--- src/rtl/wb_gf_pkg.sv ---
package wb_gf_pkg;
  localparam int SYM_W = 6;
  localparam logic [SYM_W:0] PRIM = 7'b1000011;  // x^6 + x + 1

  typedef logic [SYM_W-1:0] sym_t;
  typedef enum logic [1:0] {ST_IDLE, ST_EVAL, ST_UPD} st_e;

  function automatic sym_t gf_mul(input sym_t a, input sym_t b);
    sym_t acc;
    sym_t sh;
    acc = '0;
    sh  = a;
    for (int i = 0; i < SYM_W; i++) begin
      if (b[i]) acc = acc ^ sh;
      if (sh[SYM_W-1]) sh = (sh << 1) ^ PRIM[SYM_W-1:0];
      else             sh = sh << 1;
    end
    return acc;
  endfunction
endpackage

--- src/rtl/gf_mul_unit.sv ---
module gf_mul_unit
  import wb_gf_pkg::*;
(
  input  sym_t a_i,
  input  sym_t b_i,
  output sym_t p_o
);
  assign p_o = gf_mul(a_i, b_i);
endmodule

--- src/rtl/gf_inv_unit.sv ---
module gf_inv_unit
  import wb_gf_pkg::*;
(
  input  sym_t a_i,
  output sym_t inv_o
);
  sym_t inv_c;

  // a^(2^m - 2): product of a^2, a^4, ..., a^(2^(m-1))
  always_comb begin
    sym_t pw;
    pw    = a_i;
    inv_c = sym_t'(1);
    for (int i = 1; i < SYM_W; i++) begin
      pw    = gf_mul(pw, pw);
      inv_c = gf_mul(inv_c, pw);
    end
    if (a_i != '0) begin
      a_r5_inverse_ok: assert (gf_mul(a_i, inv_c) == sym_t'(1));
    end
  end

  assign inv_o = inv_c;
endmodule

--- src/rtl/poly_eval.sv ---
module poly_eval
  import wb_gf_pkg::*;
#(
  parameter int NCOEF = 6
) (
  input  logic [NCOEF-1:0][SYM_W-1:0] coef_i,
  input  sym_t                        x_i,
  output sym_t                        val_o
);
  logic [NCOEF-1:0][SYM_W-1:0] acc;
  logic [NCOEF-1:0][SYM_W-1:0] prod;

  assign acc[NCOEF-1]  = coef_i[NCOEF-1];
  assign prod[NCOEF-1] = '0;

  // Horner chain, top coefficient first
  for (genvar i = NCOEF - 2; i >= 0; i--) begin : g_horner
    gf_mul_unit u_mul (.a_i(acc[i+1]), .b_i(x_i), .p_o(prod[i]));
    assign acc[i] = prod[i] ^ coef_i[i];
  end

  assign val_o = acc[0];
endmodule

--- src/rtl/wb_key_solver.sv ---
module wb_key_solver
  import wb_gf_pkg::*;
#(
  parameter int NCOEF  = 6,
  parameter int NPAIRS = 4,
  parameter int JW     = 4
) (
  input  logic                   clk_i,
  input  logic                   rst_ni,
  input  logic                   pair_valid_i,
  input  logic [SYM_W-1:0]       pair_r_i,
  output logic                   busy_o,
  output logic                   done_o,
  output logic [NCOEF*SYM_W-1:0] q_o,
  output logic [NCOEF*SYM_W-1:0] n_o
);
  localparam int CNT_W = $clog2(NPAIRS + 1);
  localparam logic [NCOEF-1:0][SYM_W-1:0] POLY_ONE =
    {{((NCOEF-1)*SYM_W){1'b0}}, SYM_W'(1)};
  localparam logic [NCOEF-1:0][SYM_W-1:0] POLY_X =
    {{((NCOEF-2)*SYM_W){1'b0}}, SYM_W'(1), SYM_W'(0)};
  localparam sym_t ALPHA = SYM_W'(2);

  typedef logic [NCOEF-1:0][SYM_W-1:0] poly_t;

  st_e                st_q;
  poly_t              q_q, n_q, w_q, v_q;
  logic signed [JW-1:0] j_q;
  logic [CNT_W-1:0]   cnt_q;
  sym_t               loc_q, r_q, d1_q, d2_q;
  logic               done_q;

  sym_t  q_at, n_at, w_at, v_at;
  sym_t  d1_c, d2_c, d1_inv, ratio;
  poly_t qr_v, nr_v, ql_v, nl_v, wl_v, vl_v;
  poly_t qx_v, nx_v, wx_v, vx_v;
  logic  accept, j_pos;

  poly_eval #(.NCOEF(NCOEF)) u_ev_q (.coef_i(q_q), .x_i(loc_q), .val_o(q_at));
  poly_eval #(.NCOEF(NCOEF)) u_ev_n (.coef_i(n_q), .x_i(loc_q), .val_o(n_at));
  poly_eval #(.NCOEF(NCOEF)) u_ev_w (.coef_i(w_q), .x_i(loc_q), .val_o(w_at));
  poly_eval #(.NCOEF(NCOEF)) u_ev_v (.coef_i(v_q), .x_i(loc_q), .val_o(v_at));

  assign d1_c = gf_mul(r_q, q_at) ^ n_at;
  assign d2_c = gf_mul(r_q, w_at) ^ v_at;

  gf_inv_unit u_inv (.a_i(d1_q), .inv_o(d1_inv));
  gf_mul_unit u_ratio (.a_i(d2_q), .b_i(d1_inv), .p_o(ratio));

  // Per-coefficient scaled terms and (x + L) products
  for (genvar i = 0; i < NCOEF; i++) begin : g_coef
    gf_mul_unit u_qr (.a_i(q_q[i]), .b_i(ratio), .p_o(qr_v[i]));
    gf_mul_unit u_nr (.a_i(n_q[i]), .b_i(ratio), .p_o(nr_v[i]));
    gf_mul_unit u_ql (.a_i(q_q[i]), .b_i(loc_q), .p_o(ql_v[i]));
    gf_mul_unit u_nl (.a_i(n_q[i]), .b_i(loc_q), .p_o(nl_v[i]));
    gf_mul_unit u_wl (.a_i(w_q[i]), .b_i(loc_q), .p_o(wl_v[i]));
    gf_mul_unit u_vl (.a_i(v_q[i]), .b_i(loc_q), .p_o(vl_v[i]));
    if (i == 0) begin : g_lo
      assign qx_v[i] = ql_v[i];
      assign nx_v[i] = nl_v[i];
      assign wx_v[i] = wl_v[i];
      assign vx_v[i] = vl_v[i];
    end else begin : g_hi
      assign qx_v[i] = ql_v[i] ^ q_q[i-1];
      assign nx_v[i] = nl_v[i] ^ n_q[i-1];
      assign wx_v[i] = wl_v[i] ^ w_q[i-1];
      assign vx_v[i] = vl_v[i] ^ v_q[i-1];
    end
  end

  assign accept = (st_q == ST_IDLE) && pair_valid_i;
  assign j_pos  = !j_q[JW-1] && (j_q != '0);

  always_ff @(posedge clk_i or negedge rst_ni) begin
    if (!rst_ni) begin
      st_q   <= ST_IDLE;
      q_q    <= POLY_ONE;
      n_q    <= '0;
      w_q    <= POLY_X;
      v_q    <= POLY_ONE;
      j_q    <= JW'(1);
      cnt_q  <= '0;
      loc_q  <= SYM_W'(1);
      r_q    <= '0;
      d1_q   <= '0;
      d2_q   <= '0;
      done_q <= 1'b0;
    end else begin
      done_q <= 1'b0;
      unique case (st_q)
        ST_IDLE: begin
          if (accept) begin
            r_q  <= pair_r_i;
            st_q <= ST_EVAL;
            if (cnt_q == '0) begin
              q_q   <= POLY_ONE;
              n_q   <= '0;
              w_q   <= POLY_X;
              v_q   <= POLY_ONE;
              j_q   <= JW'(1);
              loc_q <= SYM_W'(1);
            end
          end
        end
        ST_EVAL: begin
          d1_q <= d1_c;
          d2_q <= d2_c;
          st_q <= ST_UPD;
        end
        ST_UPD: begin
          if (d1_q == '0) begin
            w_q <= wx_v;
            v_q <= vx_v;
            j_q <= j_q + JW'(1);
          end else if (j_pos) begin
            w_q <= w_q ^ qr_v;
            v_q <= v_q ^ nr_v;
            q_q <= qx_v;
            n_q <= nx_v;
            j_q <= j_q - JW'(1);
          end else begin
            w_q <= qx_v;
            v_q <= nx_v;
            q_q <= w_q ^ qr_v;
            n_q <= v_q ^ nr_v;
            j_q <= JW'(1);
          end
          loc_q <= gf_mul(loc_q, ALPHA);
          if (cnt_q == CNT_W'(NPAIRS - 1)) begin
            cnt_q  <= '0;
            done_q <= 1'b1;
          end else begin
            cnt_q <= cnt_q + CNT_W'(1);
          end
          st_q <= ST_IDLE;
        end
        default: st_q <= ST_IDLE;
      endcase
    end
  end

  assign busy_o = (st_q != ST_IDLE);
  assign done_o = done_q;
  assign q_o    = q_q;
  assign n_o    = n_q;

  a_r2_accept_busy: assert property (@(posedge clk_i) disable iff (!rst_ni)
    (pair_valid_i && !busy_o) |=> busy_o);
  a_r2_busy_two: assert property (@(posedge clk_i) disable iff (!rst_ni)
    $rose(busy_o) |=> busy_o);
  a_r2_busy_end: assert property (@(posedge clk_i) disable iff (!rst_ni)
    (st_q == ST_UPD) |=> !busy_o);
  a_r4_branch_a_keeps_q: assert property (@(posedge clk_i) disable iff (!rst_ni)
    (st_q == ST_UPD && d1_q == '0) |=> ($stable(q_o) && $stable(n_o)));
  a_r6_branch_b_j: assert property (@(posedge clk_i) disable iff (!rst_ni)
    (st_q == ST_UPD && d1_q != '0 && j_q == '0) |=> (j_q == JW'(1)));
  a_r7_done_pulse: assert property (@(posedge clk_i) disable iff (!rst_ni)
    done_o |=> !done_o);
  a_r7_hold_idle: assert property (@(posedge clk_i) disable iff (!rst_ni)
    (!busy_o && !pair_valid_i) |=> ($stable(q_o) && $stable(n_o)));
  a_r5_j_nonneg: assert property (@(posedge clk_i) disable iff (!rst_ni)
    (st_q == ST_UPD) |=> !j_q[JW-1]);
endmodule

--- config.mk ---
export PLATFORM = sky130hd
export DESIGN_NAME = wb_key_solver
export DESIGN_NICKNAME = d
export VERILOG_FILES = /design/src/rtl/wb_gf_pkg.sv /design/src/rtl/gf_mul_unit.sv /design/src/rtl/gf_inv_unit.sv /design/src/rtl/poly_eval.sv /design/src/rtl/wb_key_solver.sv
export SDC_FILE = /design/constraint.sdc
export NUM_CORES = 2
export LEC_CHECK = 0
export BUFFER_PORTS_ARGS = -buffer_cell sky130_fd_sc_hd__buf_2
export CAP_MARGIN = 5
export CORE_ASPECT_RATIO = 2
export CORE_MARGIN = 5
export CORE_UTILIZATION = 35
export DETAILED_ROUTE_END_ITERATION = 7
export REMOVE_ABC_BUFFERS = 1
export SETUP_SLACK_MARGIN = 0.1
export SLEW_MARGIN = 20
export SYNTH_ARGS = -nofsm -noshare
export SYNTH_HDL_FRONTEND = slang
export SYNTH_SLANG_ARGS = --single-unit
--- constraint.sdc ---
create_clock -name clk_i -period 20 [get_ports clk_i]
set_input_delay 4 -clock clk_i [delete_from_list [all_inputs] [get_ports clk_i]]
set_output_delay 4 -clock clk_i [all_outputs]
set_load 0.01 [all_outputs]
Word level (Yosys, flattened, before mapping)

Cells that the tools add are included.

Flip-flop bits (word level): 178
Bits of input ports: 9
Logic and storage cells: 1351

$add $sub $neg: 3
Equal/unequal tests: 6
Multiplexer cells: 677
Bitwise logic cells: 621
Reduce and logical (&&, ||, !) cells: 12

Operator list:

| cell                  | count |
|---|---|
| $mux W6               | 387 |
| $xor A6 B6 Y6         | 358 |
| $mux W2               | 258 |
| $not A2 Y2            | 256 |
| $mux W36              | 14 |
| $pmux W36 S2          | 4 |
| $xor A36 B36 Y36      | 2 |
| $mux W4               | 5 |
| $pmux W6 S2           | 1 |
| $pmux W4 S2           | 1 |
| $logic_not A6 Y1      | 1 |
| $mux W3               | 2 |
| $mux W5               | 1 |
| $not A1 Y1 const A    | 5 |
| $add A4 B2 Y4 const B | 1 |
| $ne A2 B2 Y1 const B  | 2 |
| $pmux W2 S2           | 1 |
| $reduce_and A4 Y1     | 1 |
| $reduce_bool A2 Y1    | 2 |
| $reduce_bool A4 Y1    | 1 |
| $sub A4 B2 Y4 const B | 1 |
| $add A3 B1 Y3 const B | 1 |
| $eq A3 B2 Y1 const B  | 1 |
| $logic_not A3 Y1      | 1 |
| 9 further kinds       | 12 |

Depth between registers and ports, before layout

Word-level depth: 97
Gate-level depth with buffers: 50
Depth with buffers taken out: 42

Modules after synthesis

A second synthesis with hierarchy kept.

Cells, all modules: 7652
Area total of the unflattened synthesis: 52942.0 um^2

By module, submodules not included:

| module        | instances | cells an instance | area an instance (um^2) | seq. area each (um^2) |
|---|---|---|---|---|
| gf_mul_unit   | 57        | 94                | 610.6                   | 0.0 |
| wb_key_solver | 1         | 1413              | 11683.7                 | 4460.5 |
| gf_inv_unit   | 1         | 737               | 5223.8                  | 0.0 |
| poly_eval     | 4         | 36                | 307.8                   | 0.0 |

Least setup slack after synthesis

Ideal clock, no wire load.

Kind: register -> register
Start: register d1_q[5]
End: register q_q, in the netlist q_o[28]
Library setup time: 0.126 ns
Arrival: 10.088 ns
Required time: 19.874 ns
Slack: 9.786 ns
Cell stages (with the launch flop): 44
Path buffers: 7
Clock period less this slack: 10.214 ns
Path through: dfrtp_1 > ha_1 > buf_6 > xnor2_2 > a211oi_1 > nor2_1 > inv_1 > buf_2 > ha_1 > buf_2 > xnor3_1 > nor4_1 > nor2_1 > nand2_1 > ha_1 > nand2_1 > xor2_1 > clkinv_1 > [8 not listed] > xor2_4 > xor2_2 > xnor3_1 > or3_1 > o311ai_2 > xnor2_1 > xnor2_1 > buf_4 > nand2_2 > xor3_2 > xnor2_4 > and2_1 > buf_4 > buf_4 > a211o_1 > a21oi_1 > xnor2_1 > a221o_1

Word-level cells in the longest chain between the ends: 92
Elaborated cells on any way between the ends: 217

RTL lines:

| what                                      | line                             | source |
|---|---|---|
| start, declared                           | wb_key_solver.sv:30              | `sym_t loc_q, r_q, d1_q, d2_q;` |
| start signal, assigned                    | wb_key_solver.sv:85              | `d1_q <= '0;` |
| start signal, assigned                    | wb_key_solver.sv:106             | `d1_q <= d1_c;` |
| $mux W2 / $mux W6 (equally long branches) | wb_gf_pkg.sv:15, wb_gf_pkg.sv:14 |  |
| $xor A6 B6 Y6                             | wb_gf_pkg.sv:14                  | `if (b[i]) acc = acc ^ sh;` |
| $mux W6                                   | wb_gf_pkg.sv:14                  |  |
| $xor A6 B6 Y6                             | wb_gf_pkg.sv:14                  |  |
| $mux W6                                   | wb_gf_pkg.sv:14                  |  |
| $xor A6 B6 Y6                             | wb_gf_pkg.sv:14                  |  |
| $mux W6                                   | wb_gf_pkg.sv:14                  |  |
| $xor A6 B6 Y6                             | wb_gf_pkg.sv:14                  |  |
| [76 not listed]                           | -                                |  |
| $xor A6 B6 Y6                             | wb_gf_pkg.sv:14                  |  |
| $mux W6                                   | wb_gf_pkg.sv:14                  |  |
| $xor A6 B6 Y6                             | wb_gf_pkg.sv:14                  |  |
| $mux W6                                   | wb_gf_pkg.sv:14                  |  |
| $xor A36 B36 Y36                          | wb_key_solver.sv:124             | `q_q <= w_q ^ qr_v;` |
| $mux W36                                  | wb_key_solver.sv:115             | `end else if (j_pos) begin` |
| $mux W36                                  | wb_key_solver.sv:111             | `if (d1_q == '0) begin` |
| $pmux W36 S2                              | wb_key_solver.sv:90              | `unique case (st_q)` |
| end signal, assigned                      | wb_key_solver.sv:118             | `q_q <= qx_v;` |
| end signal, assigned                      | wb_key_solver.sv:124             |  |
| end, declared                             | wb_key_solver.sv:27              | `poly_t q_q, n_q, w_q, v_q;` |

Parallel ways exist; a longest one is shown, timed or not. The select of a mux whose other input is x is not followed.
A chain may end at the register's enable or synchronous reset.

Final worst setup path

Start: register d1_q[5]
End: register n_q, in the netlist n_o[8]

Word-level cells in the longest chain between the ends: 92
Elaborated cells on any way between the ends: 217

RTL lines:

| what                                      | line                             | source |
|---|---|---|
| $mux W2 / $mux W6 (equally long branches) | wb_gf_pkg.sv:15, wb_gf_pkg.sv:14 |  |
| $xor A6 B6 Y6                             | wb_gf_pkg.sv:14                  |  |
| $mux W6                                   | wb_gf_pkg.sv:14                  |  |
| $xor A6 B6 Y6                             | wb_gf_pkg.sv:14                  |  |
| $mux W6                                   | wb_gf_pkg.sv:14                  |  |
| $xor A6 B6 Y6                             | wb_gf_pkg.sv:14                  |  |
| $mux W6                                   | wb_gf_pkg.sv:14                  |  |
| $xor A6 B6 Y6                             | wb_gf_pkg.sv:14                  |  |
| [76 not listed]                           | -                                |  |
| $xor A6 B6 Y6                             | wb_gf_pkg.sv:14                  |  |
| $mux W6                                   | wb_gf_pkg.sv:14                  |  |
| $xor A6 B6 Y6                             | wb_gf_pkg.sv:14                  |  |
| $mux W6                                   | wb_gf_pkg.sv:14                  |  |
| $xor A36 B36 Y36                          | wb_key_solver.sv:125             | `n_q <= v_q ^ nr_v;` |
| $mux W36                                  | wb_key_solver.sv:115             |  |
| $mux W36                                  | wb_key_solver.sv:111             |  |
| $pmux W36 S2                              | wb_key_solver.sv:90              |  |
| end signal, assigned                      | wb_key_solver.sv:119             | `n_q <= nx_v;` |
| end signal, assigned                      | wb_key_solver.sv:125             |  |
| end, declared                             | wb_key_solver.sv:27              |  |

Parallel ways exist; a longest one is shown, timed or not. The select of a mux whose other input is x is not followed.

==> impl_metrics.ini <==
[layout]
areaGrowthSynthToFinish_pct = 4.692
drive_above_1_share_pct = 6.821
nets = 6326
fillers = 13760

[hold_path]
min_path_type = reg -> reg

[floorplanning]
core-area_um2 = 129600
start_util_pct = 35.18
chipWidth_um = 265.2
ioPinCount = 83
row_count = 187
dieArea_um2 = 138000
die_y_um = 520.4

[setup_path]
slowest_delay_ns = 0.86
startpoint_type = flip-flop
r2r_end = n_o[8]
startpoint = d1_q[5]
worstReg2RegStart = d1_q[5]
worstPathRequired_ns = 20.42
cp-end-kind = flip-flop
cp_max_fo = 58
ff2ff_setup_slack_ns = 5.06
crit_slowest_cell = xnor3_4
endpoint = n_o[8]
cp_data_arrival_time_ns = 15.36
ff2ff_path_depth = 39
crit_top_cell = xnor2_1
crit_type = reg -> reg

[detailed_routing]
avgViaCountPerCell = 5.953
wirelength_um = 199600
ant_nets = 0
post_drt_wl_per_cell_um = 24.87
drcViolationCount = 0
dr.first_iter.drc_count = 5196
num_vias = 47770
dr.pass1.iters = 6

[status]
outcome = finished clean

[sta]
setup_viol = 0
worst_slew_pin_slew_ns = 1.337
final.setup.tns_ns = 0
fmax_mhz = 66.93
fin_skew_ns = 0.01916
min_period_ns = 14.94
rsz0062_at_grt = no
period_share_pct = 74.71
drv_slew = 0
finalHoldViolCount = 0
relSlewSlack_pct = 10.75
whs_ns = 0.5531

[yosys]
synthesis.area_um2 = 45600
ys_async_sr_fraction_pct = 100.0
avgSynthCellArea_um2 = 6.839
seq_area_frac_synth_pct = 9.783
synth.distinct_cells = 111
synth_cells = 6667
synth_edf_count = 0
ys_ff_latch = 178
ys_warn_count = 0
synth-main-ff-cell = dfrtp_1

[cts]
clkSinkCount = 178
cts-resized-gates = 0
cts_tree = built
path_clk_slew_ns = 0.08
cts_buffers = 17
clockRootBuffer = clkbuf_16
postCtsHoldBufs = 0
postCtsSetupRepairBufs = 0
htree_levels = 4
clk_latency_ns = 0.54
clock_path_buffers = 2

[global_route]
grt_use_total_pct = 27.41
grt_max_degree = 124
grt_pass1_wl_um = 293700
grt_pass1_vias = 46200
overflow = 0
antenna_found_initial = 5

[placed_design]
gp_congestion = 0.9539
io_buffers = 82
dp_hpwl_um = 135500

[flow_run]
drv_cap = 0
[worst min path at each step]
stage | start | end | slack, ns | cells past startpoint
final | cnt_q[2] | cnt_q[2] | 0.55 | 2
after global routing | j_q[0] | j_q[0] | 0.58 | 2
after CTS | cnt_q[2] | cnt_q[2] | 0.55 | 2
after detailed placement | cnt_q[2] | cnt_q[2] | 0.53 | 2
after global placement | cnt_q[2] | cnt_q[2] | 0.52 | 2
after floorplan | cnt_q[2] | cnt_q[2] | 0.49 | 2
[through the flow]
| stage | setup slack (ns) | cell area [um2] | cells | utilization, % |
|---|---|---|---|---|
| after CTS | 5.236 | 47700 | 8020 | 36.80 |
| after detailed placement | 5.246 | 47120 | 7988 | 36.35 |
| after floorplan | 2.812 | 42910 | 6024 | - |
| final | 5.058 | 47740 | 8024 | 36.83 |
| after global placement | 5.637 | 47080 | 7988 | 36.32 |
| after global routing | 4.149 | 47730 | 8021 | 36.82 |
[metal layers]
layer  global-route usage, %  vias up  part of all wire [%]
met1                   27.15    22860                    33
met3                   4.474     1012                   7.2
met5                       0        -                 0.012
li1                        -    21320                     -
met2                   47.93     2571                    49
met4                   26.18        4                    12
[critical path, delay by kind of cell, from the launching register on]
kind / cells / cell delay, ns
AOI/OAI and AO/OA: 7 / 1.07
xor gates and xnor gates: 14 / 6.19
adders and majority gates: 4 / 1.96
buffers and inverters: 6 / 2.57
DFF: 1 / 0.67
muxes: 1 / 0.13
and+or+nand+nor: 7 / 2.15
[cells in the mapped netlist, drive strengths merged, types with 16 or more instances]
library cell  instances  area (um2)
a211oi               38       310.3
a21o                 28       210.2
a21oi               336        1697
a221oi               16       146.4
a22oi               188        1411
a32oi                31       271.5
and2                 16       101.4
buf                 259        1240
clkbuf              384        1441
dfrtp               173        4329
inv                  75       281.5
mux2                 22       247.7
mux2i               147        1471
nand2              1674        6286
nand2b               80       500.5
nand3                62       310.3
nor2                323        1227
nor2b                18       112.6
nor3                 54       270.3
o211ai               35       267.8
o21ai               360        1805
o221ai               62       543.0
o22a                 17       148.9
o22ai                90       563.0
xnor2              1397       12310
xnor3                77        1735
xor2                429        3840
[flip-flops by register name, summed over array words and instances (netlist names)]
| register | cells |
|---|---|
| r_q | 6 |
| loc_q | 6 |
| d1_q | 6 |
| st_q | 2 |
| v_q | 36 |
| w_q | 36 |
| cnt_q | 3 |
| done_o | 1 |
| q_o | 36 |
| j_q | 4 |
| n_o | 36 |
| d2_q | 6 |
[layout make-up]
cell class                 instances  area [um2]  area share (%)
multi-input combinational       5762       38390           80.42
sequential                       178        4483           9.391
tap                             1701        2128           4.458
timing repair buffer             263        1829           3.832
clock buffer                      24       471.7          0.9882
inverter                          84       320.3          0.6710
clock inverter                     8       105.1          0.2202
antenna                            4       10.01         0.02097
[logic make-up (layout without fill, tap and decap cells)]
family,Yosys count,after routing,synth area share [%]
compound gates,1359,1359,19.29
simple gates,2311,2311,20.59
other cells,0,4,0
buf+inv,727,379,6.572
mux,169,169,3.770
flops,178,178,9.783
fa+ha+maj,11,11,0.3018
xor+xnor,1912,1912,39.69
[placed cells by master (no fill, tap or decap), types with 22 or more instances in the layout]
cell,Yosys,final
xnor3_1,76,74
o221ai_1,62,62
nor2_1,317,308
o21ai_1,57,57
nand2b_1,80,79
o22ai_1,90,90
a21oi_1,334,333
mux2_2,22,22
a22oi_1,188,188
a211oi_1,33,33
a32oi_1,31,31
o21ai_0,302,302
xnor2_1,1389,1379
a21o_1,28,27
buf_4,35,177
xor2_1,421,420
nand2_1,1673,1669
buf_2,61,81
nor3_1,54,53
mux2i_1,147,147
inv_1,72,68
o211ai_1,34,34
dfrtp_1,173,168
nand3_1,62,62
Power is left out: the tool's default activity adds up to more than one toggle a clock period on the data nets, which glitch-free logic cannot reach.
